<file path="src/rtl/rgbsel_pkg.sv">
package rgbsel_pkg;
  typedef enum logic [1:0] {
    COL_GREEN = 2'd0,
    COL_RED   = 2'd1,
    COL_BLUE  = 2'd2
  } color_e;

  // colour slot order inside the bank array: 0 blue, 1 red, 2 green
  localparam int NCOL      = 3;
  localparam int SLOT_BLUE = 0;
  localparam int SLOT_RED  = 1;
  localparam int SLOT_GRN  = 2;

  localparam int ADR_ID0  = 'h00;
  localparam int ADR_ID1  = 'h01;
  localparam int ADR_ID2  = 'h02;
  localparam int ADR_DSEL = 'h03;
  localparam int ADR_CTRL = 'h10;
  localparam int ADR_TIA  = 'h1C;
  localparam int ADR_GAIN0 = 'h11;  // first colour's shared nibble register

  localparam logic [7:0] ID0_VAL   = 8'h28;
  localparam logic [7:0] ID1_VAL   = 8'hE0;
  localparam logic [7:0] ID2_VAL   = 8'h00;
  localparam logic [7:0] DSEL_RST  = 8'h43;
  localparam logic [7:0] CTRL_MASK = 8'hF9;
  localparam logic [7:0] TIA_MASK  = 8'h0F;
  localparam logic [7:0] TAIL_MASK = 8'hF7;

  localparam int CTL_BANK = 7;
  localparam int CTL_BLUE = 5;
  localparam int CTL_RED  = 4;
  localparam int CTL_EN   = 0;
  localparam int TAIL_EN  = 7;

  function automatic int gain_base(input int slot);
    return ADR_GAIN0 + 3 * slot;
  endfunction

  function automatic int tail_addr(input int slot);
    case (slot)
      SLOT_BLUE: return 'h1E;
      SLOT_RED:  return 'h1A;
      default:   return 'h1B;
    endcase
  endfunction
endpackage

</file>
<file path="src/rtl/rgbsel_color_bank.sv">
module rgbsel_color_bank #(
  parameter int ADDR_W   = 7,
  parameter int DATA_W   = 8,
  parameter int GAIN_W   = 12,
  parameter int BASE_ADR = 'h11,
  parameter int TAIL_ADR = 'h1E
) (
  input  logic              clk,
  input  logic              rst_n,
  input  logic              wr_en,
  input  logic [ADDR_W-1:0] addr,
  input  logic [DATA_W-1:0] wdata,
  output logic [GAIN_W-1:0] code_hi,
  output logic [GAIN_W-1:0] code_lo,
  output logic [DATA_W-1:0] tail_q,
  output logic [DATA_W-1:0] rd_data
);
  import rgbsel_pkg::*;

  localparam int NIB_W = GAIN_W - DATA_W;
  localparam logic [GAIN_W-1:0] GAIN_RST = {1'b0, {(GAIN_W-1){1'b1}}};
  localparam logic [DATA_W-1:0] BYTE_RST = GAIN_RST[GAIN_W-1:NIB_W];
  localparam logic [NIB_W-1:0]  NIB_RST  = GAIN_RST[NIB_W-1:0];

  logic [DATA_W-1:0] nib_q, hi_q, lo_q;
  logic hit_nib, hit_hi, hit_lo, hit_tail;

  assign hit_nib  = (addr == ADDR_W'(BASE_ADR));
  assign hit_hi   = (addr == ADDR_W'(BASE_ADR + 1));
  assign hit_lo   = (addr == ADDR_W'(BASE_ADR + 2));
  assign hit_tail = (addr == ADDR_W'(TAIL_ADR));

  always_ff @(posedge clk) begin
    if (!rst_n) begin
      nib_q  <= {NIB_RST, NIB_RST};
      hi_q   <= BYTE_RST;
      lo_q   <= BYTE_RST;
      tail_q <= '0;
    end else if (wr_en) begin
      if (hit_nib) nib_q <= wdata;
      if (hit_hi)  hi_q  <= wdata;
      if (hit_lo)  lo_q  <= wdata;
      if (hit_tail) begin
        // a cleared enable also clears time and magnitude
        if (wdata[TAIL_EN]) tail_q <= wdata & DATA_W'(TAIL_MASK);
        else                tail_q <= '0;
      end
    end
  end

  assign code_hi = {hi_q, nib_q[2*NIB_W-1:NIB_W]};
  assign code_lo = {lo_q, nib_q[NIB_W-1:0]};

  always_comb begin
    rd_data = '0;
    if (hit_nib)       rd_data = nib_q;
    else if (hit_hi)   rd_data = hi_q;
    else if (hit_lo)   rd_data = lo_q;
    else if (hit_tail) rd_data = tail_q;
  end
endmodule

</file>
<file path="src/rtl/rgbsel_ctrl_regs.sv">
module rgbsel_ctrl_regs #(
  parameter int ADDR_W = 7,
  parameter int DATA_W = 8
) (
  input  logic              clk,
  input  logic              rst_n,
  input  logic              wr_en,
  input  logic [ADDR_W-1:0] addr,
  input  logic [DATA_W-1:0] wdata,
  output logic [DATA_W-1:0] ctrl_q,
  output logic [DATA_W-1:0] tia_q,
  output logic [DATA_W-1:0] rd_data
);
  import rgbsel_pkg::*;

  logic [DATA_W-1:0] dsel_q;
  logic hit_ctrl, hit_tia, hit_dsel;

  assign hit_ctrl = (addr == ADDR_W'(ADR_CTRL));
  assign hit_tia  = (addr == ADDR_W'(ADR_TIA));
  assign hit_dsel = (addr == ADDR_W'(ADR_DSEL));

  always_ff @(posedge clk) begin
    if (!rst_n) begin
      ctrl_q <= '0;
      tia_q  <= '0;
      dsel_q <= DATA_W'(DSEL_RST);
    end else if (wr_en) begin
      if (hit_ctrl) ctrl_q <= wdata & DATA_W'(CTRL_MASK);
      if (hit_tia)  tia_q  <= wdata & DATA_W'(TIA_MASK);
      if (hit_dsel) dsel_q <= wdata;
    end
  end

  always_comb begin
    rd_data = '0;
    if (hit_ctrl)                          rd_data = ctrl_q;
    else if (hit_tia)                      rd_data = tia_q;
    else if (hit_dsel)                     rd_data = dsel_q;
    else if (addr == ADDR_W'(ADR_ID0))     rd_data = DATA_W'(ID0_VAL);
    else if (addr == ADDR_W'(ADR_ID1))     rd_data = DATA_W'(ID1_VAL);
    else if (addr == ADDR_W'(ADR_ID2))     rd_data = DATA_W'(ID2_VAL);
  end
endmodule

</file>
<file path="src/rtl/rgbsel_select.sv">
module rgbsel_select #(
  parameter int DATA_W = 8,
  parameter int GAIN_W = 12,
  parameter int NCOL   = 3
) (
  input  logic                         bank_pin,
  input  logic [DATA_W-1:0]            ctrl_q,
  input  logic [DATA_W-1:0]            tia_q,
  input  logic [NCOL-1:0][GAIN_W-1:0]  code_hi,
  input  logic [NCOL-1:0][GAIN_W-1:0]  code_lo,
  input  logic [NCOL-1:0][DATA_W-1:0]  tail_q,
  output logic                         sleep,
  output logic                         bank_high,
  output logic [1:0]                   color_mode,
  output logic [GAIN_W-1:0]            fine_gain,
  output logic [1:0]                   tia_code,
  output logic                         tail_en,
  output logic [2:0]                   tail_time,
  output logic [2:0]                   tail_mag
);
  import rgbsel_pkg::*;

  color_e col;
  int unsigned slot;
  logic [DATA_W-1:0] tail_sel;
  logic [GAIN_W-1:0] code_sel;
  logic [1:0] tia_sel;

  always_comb begin
    if (ctrl_q[CTL_BLUE])     begin col = COL_BLUE;  slot = SLOT_BLUE; end
    else if (ctrl_q[CTL_RED]) begin col = COL_RED;   slot = SLOT_RED;  end
    else                      begin col = COL_GREEN; slot = SLOT_GRN;  end
  end

  assign bank_high  = bank_pin & ctrl_q[CTL_BANK];
  assign color_mode = col;
  assign sleep      = ~ctrl_q[CTL_EN];

  assign code_sel = bank_high ? code_hi[slot] : code_lo[slot];
  assign tia_sel  = bank_high ? tia_q[3:2] : tia_q[1:0];
  assign tail_sel = tail_q[slot];

  always_comb begin
    if (sleep) begin
      fine_gain = '0;
      tia_code  = '0;
      tail_en   = 1'b0;
      tail_time = '0;
      tail_mag  = '0;
    end else begin
      fine_gain = code_sel;
      tia_code  = tia_sel;
      tail_en   = tail_sel[TAIL_EN];
      tail_time = tail_sel[6:4];
      tail_mag  = tail_sel[2:0];
    end
  end
endmodule

</file>
<file path="src/rtl/gain_bank_select.sv">
module gain_bank_select #(
  parameter int ADDR_W = 7,
  parameter int DATA_W = 8,
  parameter int GAIN_W = 12
) (
  input  logic              clk,
  input  logic              rst_n,
  input  logic              reg_wr,
  input  logic [ADDR_W-1:0] reg_addr,
  input  logic [DATA_W-1:0] reg_wdata,
  output logic [DATA_W-1:0] reg_rdata,
  input  logic              bank_pin,
  output logic              sleep,
  output logic              bank_high,
  output logic [1:0]        color_mode,
  output logic [GAIN_W-1:0] fine_gain,
  output logic [1:0]        tia_code,
  output logic              tail_en,
  output logic [2:0]        tail_time,
  output logic [2:0]        tail_mag
);
  import rgbsel_pkg::*;

  logic [NCOL-1:0][GAIN_W-1:0] code_hi, code_lo;
  logic [NCOL-1:0][DATA_W-1:0] tail_q, bank_rd;
  logic [DATA_W-1:0] ctrl_q, tia_q, ctl_rd;

  rgbsel_ctrl_regs #(.ADDR_W(ADDR_W), .DATA_W(DATA_W)) u_ctrl (
    .clk(clk), .rst_n(rst_n), .wr_en(reg_wr), .addr(reg_addr), .wdata(reg_wdata),
    .ctrl_q(ctrl_q), .tia_q(tia_q), .rd_data(ctl_rd)
  );

  for (genvar c = 0; c < NCOL; c++) begin : g_col
    rgbsel_color_bank #(
      .ADDR_W(ADDR_W), .DATA_W(DATA_W), .GAIN_W(GAIN_W),
      .BASE_ADR(gain_base(c)), .TAIL_ADR(tail_addr(c))
    ) u_bank (
      .clk(clk), .rst_n(rst_n), .wr_en(reg_wr), .addr(reg_addr), .wdata(reg_wdata),
      .code_hi(code_hi[c]), .code_lo(code_lo[c]), .tail_q(tail_q[c]),
      .rd_data(bank_rd[c])
    );
  end

  always_comb begin
    reg_rdata = ctl_rd;
    for (int c = 0; c < NCOL; c++) reg_rdata = reg_rdata | bank_rd[c];
  end

  rgbsel_select #(.DATA_W(DATA_W), .GAIN_W(GAIN_W), .NCOL(NCOL)) u_sel (
    .bank_pin(bank_pin), .ctrl_q(ctrl_q), .tia_q(tia_q),
    .code_hi(code_hi), .code_lo(code_lo), .tail_q(tail_q),
    .sleep(sleep), .bank_high(bank_high), .color_mode(color_mode),
    .fine_gain(fine_gain), .tia_code(tia_code), .tail_en(tail_en),
    .tail_time(tail_time), .tail_mag(tail_mag)
  );
endmodule

</file>
<file path="config.mk">
export PLATFORM = sky130hd
export DESIGN_NAME = gain_bank_select
export DESIGN_NICKNAME = d
export VERILOG_FILES = /design/src/rtl/rgbsel_pkg.sv /design/src/rtl/rgbsel_color_bank.sv /design/src/rtl/rgbsel_ctrl_regs.sv /design/src/rtl/rgbsel_select.sv /design/src/rtl/gain_bank_select.sv
export SDC_FILE = /design/constraint.sdc
export NUM_CORES = 1
export LEC_CHECK = 0
export BUFFER_PORTS_ARGS = -buffer_cell sky130_fd_sc_hd__clkbuf_2
export CORE_ASPECT_RATIO = 1.25
export CORE_UTILIZATION = 25
export DETAILED_ROUTE_END_ITERATION = 16
export GPL_TIMING_DRIVEN = 0
export HOLD_SLACK_MARGIN = 0.15
export SYNTH_ARGS = -nofsm -noshare
export SYNTH_HDL_FRONTEND = slang
export SYNTH_SLANG_ARGS = --single-unit
</file>
<file path="constraint.sdc">
create_clock -name clk -period 5.45 [get_ports clk]
set_clock_uncertainty 0.05 [all_clocks]
set_input_delay 1.09 -clock clk [delete_from_list [all_inputs] [get_ports clk]]
set_output_delay 1.09 -clock clk [all_outputs]
set_load 0.01 [all_outputs]
</file>
After elaboration in Yosys (flattened, before gate mapping)
Cells that the tools add are included.
Widths: inputs -> output; s select.
{"block": "word_totals", "reg_bits": 114, "out_inout_bits": 33}
{"block": "op_classes", "n_lt_le_gt_ge": 1, "eq_ne": 16, "mux": 35, "bitwise_logic": 5, "n_reduce_logical": 16}
{"cell": "$mux 8", "n": 19}
{"cell": "$eq 7x5->1 const B", "n": 14}
{"cell": "$bmux 12 s2", "n": 2}
{"cell": "$mux 12", "n": 4}
{"cell": "$lt 32x3->1 const B", "n": 1}
{"cell": "$mux 32", "n": 1}
{"cell": "$reduce_and 2->1", "n": 15}
{"cell": "$or 8x8->8", "n": 3}
{"cell": "$bmux 8 s2", "n": 1}
{"cell": "$mux 2", "n": 4}
{"cell": "$eq 7x1->1 const B", "n": 1}
{"cell": "$eq 7x2->1 const B", "n": 1}
{"cell": "$logic_not 7->1", "n": 1}
{"cell": "$mux 3", "n": 2}
{"cell": "$mux 1", "n": 2}
{"cell": "$and 1x1->1", "n": 1}
{"cell": "$not 1->1", "n": 1}

Depth between registers and ports, before layout
{"block": "logic_depth", "ltp_word": 9, "depth_mapped": 7, "depth_no_buf": 5}

By module
From an unflattened synthesis, not the netlist that was laid out.
{"block": "hier_totals", "hier_cells": 738, "hier_area_um2": 6976.7}
{"module": "rgbsel_color_bank (g_col[1].u_bank)", "instances": 1, "cells_per_inst": 175, "area_each_um2": 1679.1}
{"module": "rgbsel_color_bank (g_col[2].u_bank)", "instances": 1, "cells_per_inst": 168, "area_each_um2": 1622.8}
{"module": "rgbsel_color_bank (g_col[0].u_bank)", "instances": 1, "cells_per_inst": 169, "area_each_um2": 1590.3}
{"module": "rgbsel_select", "instances": 1, "cells_per_inst": 104, "area_each_um2": 1024.7}
{"module": "rgbsel_ctrl_regs", "instances": 1, "cells_per_inst": 114, "area_each_um2": 999.7}
{"module": "gain_bank_select", "instances": 1, "cells_per_inst": 8, "area_each_um2": 60.1}

Worst setup path before layout
Ideal clock, no wire load.
{"block": "synth_path", "path_type": "input-to-output", "startpoint": "input port reg_addr[2]", "endpoint": "output port reg_rdata[0]", "arrival_ns": 2.485, "t_required_ns": 4.310, "slack_ns": 1.825, "path_stages": 6, "path_buffers": 2, "cell_sequence": "buf_6 > clkbuf_1 > mux2_2 > a21oi_1 > o22ai_1 > or3_1"}
{"block": "synth_between", "elab_chain_cells": 8}
{"element": "start, declared", "line": "gain_bank_select.sv:9", "text": "input logic [ADDR_W-1:0] reg_addr,"}
{"element": "$eq 7x5->1 / $logic_not 7->1 (equally long branches)", "line": "rgbsel_color_bank.sv:31, rgbsel_ctrl_regs.sv:40"}
{"element": "$mux 8, on equally long branches", "line": "rgbsel_color_bank.sv:59, rgbsel_ctrl_regs.sv:40"}
{"element": "$mux 8, on equally long branches", "line": "rgbsel_color_bank.sv:58, rgbsel_ctrl_regs.sv:39"}
{"element": "$mux 8, on equally long branches", "line": "rgbsel_color_bank.sv:57, rgbsel_ctrl_regs.sv:38"}
{"element": "$mux 8, on equally long branches", "line": "rgbsel_color_bank.sv:56, rgbsel_ctrl_regs.sv:37"}
{"element": "$or 8x8->8 (2 in a row)", "line": "gain_bank_select.sv:46", "text": "for (int c = 0; c < NCOL; c++) reg_rdata = reg_rdata | bank_rd[c];"}
{"element": "$or 8x8->8 (*)", "line": "gain_bank_select.sv:46"}
{"element": "end, declared", "line": "gain_bank_select.sv:11", "text": "output logic [DATA_W-1:0] reg_rdata,"}
Mark *: on every way between the ends. The rest lies on a longest branch, timed or not.

Final worst setup path
{"block": "layout_path", "startpoint": "input port reg_addr[1]", "endpoint": "output port reg_rdata[6]"}
{"block": "layout_between", "elab_chain_cells": 9}
{"element": "$eq 7x1->1", "line": "rgbsel_ctrl_regs.sv:41", "text": "else if (addr == ADDR_W'(ADR_ID1)) rd_data = DATA_W'(ID1_VAL);"}
{"element": "$mux 8", "line": "rgbsel_ctrl_regs.sv:41"}
{"element": "$mux 8", "line": "rgbsel_ctrl_regs.sv:40", "text": "else if (addr == ADDR_W'(ADR_ID0)) rd_data = DATA_W'(ID0_VAL);"}
{"element": "$mux 8", "line": "rgbsel_ctrl_regs.sv:39", "text": "else if (hit_dsel) rd_data = dsel_q;"}
{"element": "$mux 8", "line": "rgbsel_ctrl_regs.sv:38", "text": "else if (hit_tia) rd_data = tia_q;"}
{"element": "$mux 8", "line": "rgbsel_ctrl_regs.sv:37", "text": "if (hit_ctrl) rd_data = ctrl_q;"}
{"element": "$or 8x8->8 (2 in a row)", "line": "gain_bank_select.sv:46"}
{"element": "$or 8x8->8 (*)", "line": "gain_bank_select.sv:46"}
Marked as above.

==> flow_metrics.env <==
export IMPL_crit_start="reg_addr[1]"
export IMPL_ir_worst_vdd_v=0.000145
export IMPL_worst_path_buf_inv=4
export IMPL_required_ps=4310
export IMPL_worst_path_max_delay_cell="buf_1"
export IMPL_grt_ovfl_total=0
export IMPL_hold_class="flop to flop"
export IMPL_ys_seq_area_frac=0.358
export IMPL_synth_cell_types=55
export IMPL_antenna_left=0
export IMPL_drc=4
export IMPL_hold_buffers=0
export IMPL_area_growth_pct=15.3
export IMPL_met3_usage=0.0260
export IMPL_synth_fp_nets=764
export IMPL_post_route_util=0.293
export IMPL_clk_pin_slew_ps=80
export IMPL_synth_cells=745
export IMPL_rsz0062_at_grt="no"
export IMPL_syn_area_mm2=0.00620
export IMPL_cts_root_buffer="clkbuf_16"
export IMPL_finalCritPeriodShare=0.790
export IMPL_firstDrtPassIters=12
export IMPL_vias=5995
export IMPL_worstMarginPinSlew_ps=825
export IMPL_start_util=0.254
export IMPL_place_area_mm2=0.00686
export IMPL_reg2reg_setup_slack_ps=3780
export IMPL_r2r_start="u_ctrl.ctrl_q[5]"
export IMPL_cpPeakStageDelay_ps=560
export IMPL_final_hold_viol_count=0
export IMPL_setup_tns_ps=0
export IMPL_track_usage=0.195
export IMPL_grt_max_degree=20
export IMPL_use_met2=0.327
export IMPL_nets=823
export IMPL_grt_pass1_wl_um=35900
export IMPL_path_cells="clkbuf_2 > buf_2 > buf_1 > mux4_2 > a22oi_1 > o211ai_1 > clkbuf_2"
export IMPL_drt_iter0_drc=634
export IMPL_maxCapViolCount=0
export IMPL_synth_edf_count=0
export IMPL_wl_per_cell_um=21.5
export IMPL_die_h_um=178
export IMPL_cts_sink_count=111
export IMPL_synth_area_per_cell_um2=8.33
export IMPL_worstSetupEndpoint="reg_rdata[6]"
export IMPL_setup_viol=0
export IMPL_io_pins=52
export IMPL_antenna_found_initial=1
export IMPL_clk_latency_ps=360
export IMPL_grt_busiest_layer="met2"
export IMPL_seqCellArea_mm2=0.00222
export IMPL_cts_path_max_buffers=2
export IMPL_final_cell_mix="nand2_1, mux2i_1, dfxtp_1, o21ai_0, clkbuf_2"
export IMPL_cts_tree="yes"
export IMPL_layout_commonest_cell="nand2_1"
export IMPL_die_w_um=143
export IMPL_ctsResizeCount=0
export IMPL_max_slew_margin=0.450
export IMPL_startpoint_type="input pin"
export IMPL_p_per_area_mw_per_mm2=228
export IMPL_violations="DRC"
export IMPL_cts_buffers=9
export IMPL_cp_depth=7
export IMPL_die_area_mm2=0.0254
export IMPL_multiInputGateArea_mm2=0.00369
export IMPL_vias_per_cell=5.26
export IMPL_gr_usage_met1=0.231
export IMPL_drive_above_1_share=0.145
export IMPL_portBuffers=48
export IMPL_setup_slack_ps=1150
export IMPL_h_tree_depth=3
export IMPL_r2r_end="u_ctrl.ctrl_q[5]"
export IMPL_async_flop_share=0
export IMPL_post_cts_buffers=0
export IMPL_post_route_min_period_ps=4300
export IMPL_worstPathArrival_ps=3160
export IMPL_ys_warn_count=0
export IMPL_rows=64
export IMPL_ys_ff_latch=111
export IMPL_p_leak_nw=2.68
export IMPL_grt_pass1_vias=5650
export IMPL_stdcell_area_mm2=0.00715
export IMPL_worstSetupPathType="input pin to primary output"
export IMPL_wl_um=24500
export IMPL_worstPathMaxFanout=10
export IMPL_status="finished, violations left"
export IMPL_synth_flop_cell="dfxtp_1"
export IMPL_core_mm2=0.0244
export IMPL_path_delay_family="buffers and inverters"
export IMPL_path_common_cell="clkbuf_2"
export IMPL_slew_viol_final=0
export IMPL_fillers=2647
export IMPL_post_place_ws_ps=1290
export IMPL_hpwl_um=18300
export IMPL_cp_end_kind="primary output"
export IMPL_finalWeightedCongestion=1.02
export IMPL_fmax_ghz=0.232
export IMPL_reg2reg_depth=4
## registers in the layout (all words and copies together) (netlist names)
signal,count
u_ctrl.tia_q,4
g_col.u_bank.nib_q,24
g_col.u_bank.hi_q,24
u_ctrl.dsel_q,8
u_ctrl.ctrl_q,6
g_col.u_bank.lo_q,24
g_col.u_bank.tail_q,21
## where the power goes
part           internal (W)  switching [W]
clock              0.000331       0.000339
combinational     0.0000453       0.000101
sequential         0.000812     0.00000202
## per-layer routing
| metal | up-vias | part of all wire | routed length, µm |
|---|---|---|---|
| met4 | 0 | 0.070 | 1700 |
| li1 | 2716 | - | - |
| met3 | 83 | 0.070 | 1710 |
| met2 | 357 | 0.47 | 11400 |
| met5 | - | 0 | 0 |
| met1 | 2839 | 0.39 | 9630 |
## cells by family (layout without fill, tap and decap cells)
family | after synthesis | in the layout | synth area share
multiplexers | 134 | 134 | 0.222
AND/OR/NAND/NOR | 297 | 297 | 0.243
AO/OA/AOI/OAI | 138 | 138 | 0.130
other | 0 | 1 | 0
buffers and inverters | 65 | 129 | 0.0462
flip-flops | 111 | 111 | 0.358
## cell usage after synthesis (8+ instances only)
cell type	number	share of area
dfxtp_1	111	0.36
mux2_2	8	0.015
a21oi_1	30	0.024
buf_2	12	0.0097
o21ai_0	68	0.055
nand2_1	138	0.084
a22oi_1	10	0.012
and2_1	10	0.010
nor2b_1	41	0.041
nand3_1	31	0.025
mux2i_1	124	0.20
nor2_1	23	0.014
clkbuf_1	37	0.022
## final cells by class
class / count / share of cell area
buffer: 60 / 0.0375
tap: 330 / 0.0578
antenna: 1 / 0.000350
inverter: 5 / 0.00263
multi-input combinational: 569 / 0.517
sequential: 111 / 0.311
clock buffer: 10 / 0.0334
timing repair buffer: 48 / 0.0336
clock inverter: 6 / 0.00735
## worst min-delay path by stage
stage | from | to | slack (ps) | depth (start not counted)
6_report | u_ctrl.dsel_q[6] | u_ctrl.dsel_q[6] | 440 | 2
3_3_place_gp | u_ctrl.dsel_q[6] | u_ctrl.dsel_q[6] | 410 | 2
4_1_cts | u_ctrl.dsel_q[6] | u_ctrl.dsel_q[6] | 430 | 2
5_1_grt | u_ctrl.dsel_q[0] | u_ctrl.dsel_q[0] | 470 | 2
3_5_place_dp | u_ctrl.dsel_q[6] | u_ctrl.dsel_q[6] | 410 | 2
2_1_floorplan | u_ctrl.dsel_q[1] | u_ctrl.dsel_q[1] | 390 | 2
## tightest hold or removal path, cell delays in order, from the launching register on
cell,delay [ps]
dfxtp_1,340
mux2i_1,70
nand2_1,60
## through the flow
step | hold slack [ps] | power (W) | cells
final | 438 | 0.00163 | 1140
after global routing | 468 | 0.00167 | 1139
after CTS | 430 | 0.00163 | 1139
after detailed placement | 411 | 0.000975 | 1123
after global placement | 406 | 0.000975 | 1123
after floorplan | 391 | 0.000918 | 745
(Power assumes the default switching activity.)
